**src/rtl/gdrv_pkg.sv**
```systemverilog
package gdrv_pkg;
  // Combined drive request: non-inverting high and inverting low.
  function automatic logic drive_req(input logic pos, input logic neg);
    return pos & ~neg;
  endfunction

  function automatic int blank_cw(input int n);
    return (n < 1) ? 1 : $clog2(n + 1);
  endfunction
endpackage

```
**src/rtl/gdrv_rail_hyst.sv**
```systemverilog
module gdrv_rail_hyst (
  input  logic clk_i,
  input  logic rst_ni,
  input  logic on_i,
  input  logic above_off_i,
  output logic ok_o
);
  logic ok_q;

  // Next-state used directly so lockout acts on the same edge as other flags.
  assign ok_o = on_i | (ok_q & above_off_i);

  always_ff @(posedge clk_i or negedge rst_ni) begin
    if (!rst_ni) ok_q <= 1'b0;
    else         ok_q <= ok_o;
  end

  a_r6_band_hold: assert property (@(posedge clk_i) disable iff (!rst_ni)
    (!on_i && above_off_i) |=> (ok_q == $past(ok_q)));
  a_r6_drop_low: assert property (@(posedge clk_i) disable iff (!rst_ni)
    (!on_i && !above_off_i) |=> !ok_q);
endmodule

```
**src/rtl/gdrv_edge_arm.sv**
```systemverilog
module gdrv_edge_arm (
  input  logic clk_i,
  input  logic rst_ni,
  input  logic req_i,
  input  logic run_ok_i,
  output logic start_ok_o
);
  logic req_q, armed_q, rise;

  assign rise       = req_i & ~req_q;
  assign start_ok_o = armed_q | rise;

  always_ff @(posedge clk_i or negedge rst_ni) begin
    if (!rst_ni) begin
      req_q   <= 1'b0;
      armed_q <= 1'b0;
    end else begin
      req_q <= req_i;
      if (!run_ok_i)  armed_q <= 1'b0;
      else if (rise)  armed_q <= 1'b1;
    end
  end

  a_r5_arm_needs_edge: assert property (@(posedge clk_i) disable iff (!rst_ni)
    (!armed_q && !(req_i && !req_q)) |=> !armed_q);
  a_r11_lockout_disarms: assert property (@(posedge clk_i) disable iff (!rst_ni)
    !run_ok_i |=> !armed_q);
endmodule

```
**src/rtl/gdrv_blank.sv**
```systemverilog
module gdrv_blank #(
  parameter int BLANK_CYCLES = 50
) (
  input  logic clk_i,
  input  logic rst_ni,
  input  logic gate_i,
  output logic done_o
);
  localparam int CW = gdrv_pkg::blank_cw(BLANK_CYCLES);
  localparam logic [CW-1:0] LIMIT = CW'(BLANK_CYCLES);

  logic [CW-1:0] cnt_q;

  assign done_o = (cnt_q == LIMIT);

  always_ff @(posedge clk_i or negedge rst_ni) begin
    if (!rst_ni)      cnt_q <= '0;
    else if (!gate_i) cnt_q <= '0;
    else if (!done_o) cnt_q <= cnt_q + 1'b1;
  end

  a_r7_cnt_bound: assert property (@(posedge clk_i) disable iff (!rst_ni)
    cnt_q <= LIMIT);
  a_r7_restart_off: assert property (@(posedge clk_i) disable iff (!rst_ni)
    !gate_i |=> (cnt_q == '0));
endmodule

```
**src/rtl/gdrv_guard.sv**
```systemverilog
module gdrv_guard #(
  parameter int BLANK_CYCLES = 50
) (
  input  logic clk_i,
  input  logic rst_ni,
  input  logic pos_in_i,
  input  logic neg_in_i,
  input  logic vpos_on_i,
  input  logic vpos_off_i,
  input  logic vneg_ok_i,
  input  logic vneg_zero_i,
  input  logic hot_i,
  input  logic desat_i,
  output logic gate_on_o,
  output logic gate_off_o
);
  logic req, rail_ok, run_ok, start_ok, blank_done, trip;
  logic gate_q, fault_q;

  assign req = gdrv_pkg::drive_req(pos_in_i, neg_in_i);

  gdrv_rail_hyst u_rail (
    .clk_i      (clk_i),
    .rst_ni     (rst_ni),
    .on_i       (vpos_on_i),
    .above_off_i(vpos_off_i),
    .ok_o       (rail_ok)
  );

  assign run_ok = rail_ok & (vneg_ok_i | vneg_zero_i) & ~hot_i;

  gdrv_edge_arm u_arm (
    .clk_i     (clk_i),
    .rst_ni    (rst_ni),
    .req_i     (req),
    .run_ok_i  (run_ok),
    .start_ok_o(start_ok)
  );

  gdrv_blank #(.BLANK_CYCLES(BLANK_CYCLES)) u_blank (
    .clk_i (clk_i),
    .rst_ni(rst_ni),
    .gate_i(gate_q),
    .done_o(blank_done)
  );

  assign trip = gate_q & blank_done & desat_i;

  always_ff @(posedge clk_i or negedge rst_ni) begin
    if (!rst_ni) begin
      gate_q  <= 1'b0;
      fault_q <= 1'b0;
    end else begin
      gate_q  <= run_ok & req & start_ok & ~fault_q & ~trip;
      // Trip latch clears once the request goes inactive.
      fault_q <= req & (fault_q | trip);
    end
  end

  assign gate_on_o  = gate_q;
  assign gate_off_o = ~gate_q;

  a_r1_req_low_off: assert property (@(posedge clk_i) disable iff (!rst_ni)
    !(pos_in_i && !neg_in_i) |=> !gate_on_o);
  a_r3_lockout_off: assert property (@(posedge clk_i) disable iff (!rst_ni)
    (hot_i || !vpos_off_i || (!vneg_ok_i && !vneg_zero_i)) |=> !gate_on_o);
  a_r7_blank_ignore: assert property (@(posedge clk_i) disable iff (!rst_ni)
    (gate_q && !blank_done && req && run_ok && !fault_q) |=> gate_q);
  a_r8_trip_off: assert property (@(posedge clk_i) disable iff (!rst_ni)
    (gate_q && blank_done && desat_i) |=> !gate_on_o);
  a_r9_latch_holds: assert property (@(posedge clk_i) disable iff (!rst_ni)
    (fault_q && req) |=> !gate_on_o);
  a_r10_flag_pair: assert property (@(posedge clk_i) disable iff (!rst_ni)
    $onehot({gate_on_o, gate_off_o}));
endmodule

```
**config.mk**
```make
export PLATFORM = sky130hd
export DESIGN_NAME = gdrv_guard
export DESIGN_NICKNAME = d
export VERILOG_FILES = /design/src/rtl/gdrv_pkg.sv /design/src/rtl/gdrv_rail_hyst.sv /design/src/rtl/gdrv_edge_arm.sv /design/src/rtl/gdrv_blank.sv /design/src/rtl/gdrv_guard.sv
export SDC_FILE = /design/constraint.sdc
export NUM_CORES = 1
export LEC_CHECK = 0
export ABC_AREA = 1
export BUFFER_PORTS_ARGS = -buffer_cell sky130_fd_sc_hd__buf_2
export CAP_MARGIN = 20
export CORE_MARGIN = 2
export CORE_UTILIZATION = 40
export DETAILED_ROUTE_END_ITERATION = 10
export SETUP_SLACK_MARGIN = 0.02
export SYNTH_ARGS = -nofsm -noshare
export SYNTH_HDL_FRONTEND = slang
export SYNTH_HIERARCHICAL = 1
export SYNTH_SLANG_ARGS = --single-unit
```
**constraint.sdc**
```tcl
create_clock -name clk_i -period 1.55 [get_ports clk_i]
set_input_delay 0.155 -clock clk_i [delete_from_list [all_inputs] [get_ports clk_i]]
set_output_delay 0.155 -clock clk_i [all_outputs]
set_load 0.02 [all_outputs]
```
==> metrics.txt <==
outcome=finished clean; worst path required time=1710 ps; Top Ports=12; WL per Instance=9.58 µm; overall routing resource usage=0.136; CP max FO=4; via count=448; RSZ-0062 raised after global routing=no; final antenna diode count=0; residual overflow from global routing=0; H-tree depth=1; Max VDD drop=0.000411 V; Crit. End Element=flip-flop; max-cap violations=0; pin count of the biggest net entering global routing=12; mapped cell area=567 µm²; fraction of layout cells with a size suffix above 1=0.244; clk_lat worst skew=260 ps; vias per std cell=4.44; maximum clock frequency=0.718 GHz; crit start category=flip-flop; CTS Buffer Depth=2; Post-Syn Nets=82; Die Ht=41.6 µm; Final Hold Viols=0; Post-Syn Instances=70; synth-to-layout area growth=20.3%; Pre-antenna DRT Iters=2; Fillers=138; number of port buffers=11; synth warn=6; Crit Path Category=reg -> reg; die area=0.00173 mm²; Routability Congestion=0.749; most frequent cells in the layout=inv_1 (15), nand2_1 (13), dfrtp_1 (11), buf_2 (11), nor2_1 (7); max-slew violations=0; worst min path class=in -> reg; # setup viols final=0; Post-Place Worst Slack=87.2 ps; CTS Buf Count=3; DR iter-0 viols=4; Leak=0.367 nW; Slew headroom=0.832; fin crit period=1390 ps; first-pass GRT wire length=1750 µm; final wirelength=968 µm; Final #Nets=99; Detail Placement HPWL=748 µm; fin crit share=0.898; Core Footprint=0.00132 mm²; flops & latches, synth=11; Initial Util=0.430; Power, Total=0.522 mW; most common cell after layout, fill and taps aside=inv_1; die width=41.6 µm; setup_tns=0 ps; Synth cell types=17; crit path DAT=1550 ps; syn_area_per_cell=8.10 µm²; sequential share of the synthesized area=0.486; initial antenna violation count=0; CTS sink count=11; DR DRC count=0; CTS tree=yes; post-route ant nets=0; PD cells=765 mW/mm²; Clk pin slew, worst setup/hold paths=70 ps; Root Buffer=clkbuf_4; Max Clock Skew=2.60 ps; min setup slack post-route=157 ps; vias in the first global route=461; Row Count=13; Worst Tran Pin Value=252 ps
kinds of logic after synthesis:
group,after synthesis,share of synthesized area
xor+xnor,2,0.0309
buf+inv,16,0.106
flops,11,0.486
fa+ha+maj,2,0.0441
compound gates,4,0.0464
simple gates,35,0.287
critical path, cell delays in order (launching register included):
cell	delay, ps
dfrtp_1	410
inv_1	110
ha_1	170
nand2_1	60
nor2_2	140
nand2_2	110
inv_1	60
nand3_1	90
nand2_1	90
nor2_1	40
registers in the layout, summed over array words and instances, names as in the netlist:
| signal | cells |
|---|---|
| u_blank/cnt_q | 6 |
| fault_q | 1 |
| gate_on_o | 1 |
| u_arm/armed_q | 1 |
| u_arm/req_q | 1 |
| u_rail/ok_q | 1 |
per-stage QoR:
step | cells | hold WS [ps] | util | cell area [µm²]
6_report | 101 | 123 | 0.518 | 682
3_3_place_gp | 96 | 38.2 | 0.486 | 641
2_1_floorplan | 70 | -141 | - | 567
3_5_place_dp | 96 | 36.9 | 0.486 | 641
5_1_grt | 101 | 132 | 0.518 | 682
4_1_cts | 101 | 111 | 0.514 | 677
where the power goes:
group,internal (mW),leakage [nW],switching [mW]
registers,0.291,0.149,0.00200
clock network,0.0994,0.0150,0.0923
logic,0.0164,0.203,0.0204
what timing repair did:
action / CTS / global route
setup buffers: 0 / 0
resized for setup: 0 / 2
endpoints found under the setup margin: 0 / 2
hold buffers: 1 / 0
endpoints found under the hold margin: 11 / 0
metal layers:
layer,track usage,part of all wire,vias up
li1,-,-,243
met1,0.151,0.46,196
met2,0.222,0.50,7
met3,0.0261,0.028,2
met4,0.116,0.012,0
met5,0,0,-
cell usage after synthesis:
library cell | number | area [µm²]
o21bai_1 | 1 | 7.51
nor2_2 | 1 | 6.26
inv_1 | 15 | 56.3
a21oi_1 | 2 | 10.0
a21oi_2 | 1 | 8.76
nand3_2 | 1 | 10.0
nand3_1 | 5 | 25.0
nand2_1 | 14 | 52.6
clkinv_1 | 1 | 3.75
dfrtp_1 | 11 | 275
xor2_1 | 2 | 17.5
nand3b_1 | 1 | 7.51
nor2_1 | 8 | 30.0
or2_0 | 1 | 6.26
nand2_2 | 2 | 12.5
nand4_1 | 2 | 12.5
ha_1 | 2 | 25.0
area by class of cell:
class,count,area [µm²],share of cell area
Clock buffer,4,26.3,0.0385
Inverter,16,60.1,0.0881
Tap cell,15,18.8,0.0275
Sequential cell,11,275,0.404
Timing Repair Buffer,12,65.1,0.0954
Multi-Input combinational cell,43,236,0.347
path summary, 6_finish.rpt:
check	to	startpoint	slack, ps	depth (start not counted)
min	u_rail/ok_q	vpos_on_i	120	3
max reg2reg	gate_on_o	u_blank/cnt_q[0]	160	9
min reg2reg	u_rail/ok_q	u_rail/ok_q	490	2
max	gate_on_o	u_blank/cnt_q[0]	160	9
min in group asynchronous	u_blank/cnt_q[2]	rst_ni	280	2
max in group asynchronous	gate_on_o	rst_ni	1070	2
Power figures use the tool's default switching activity.
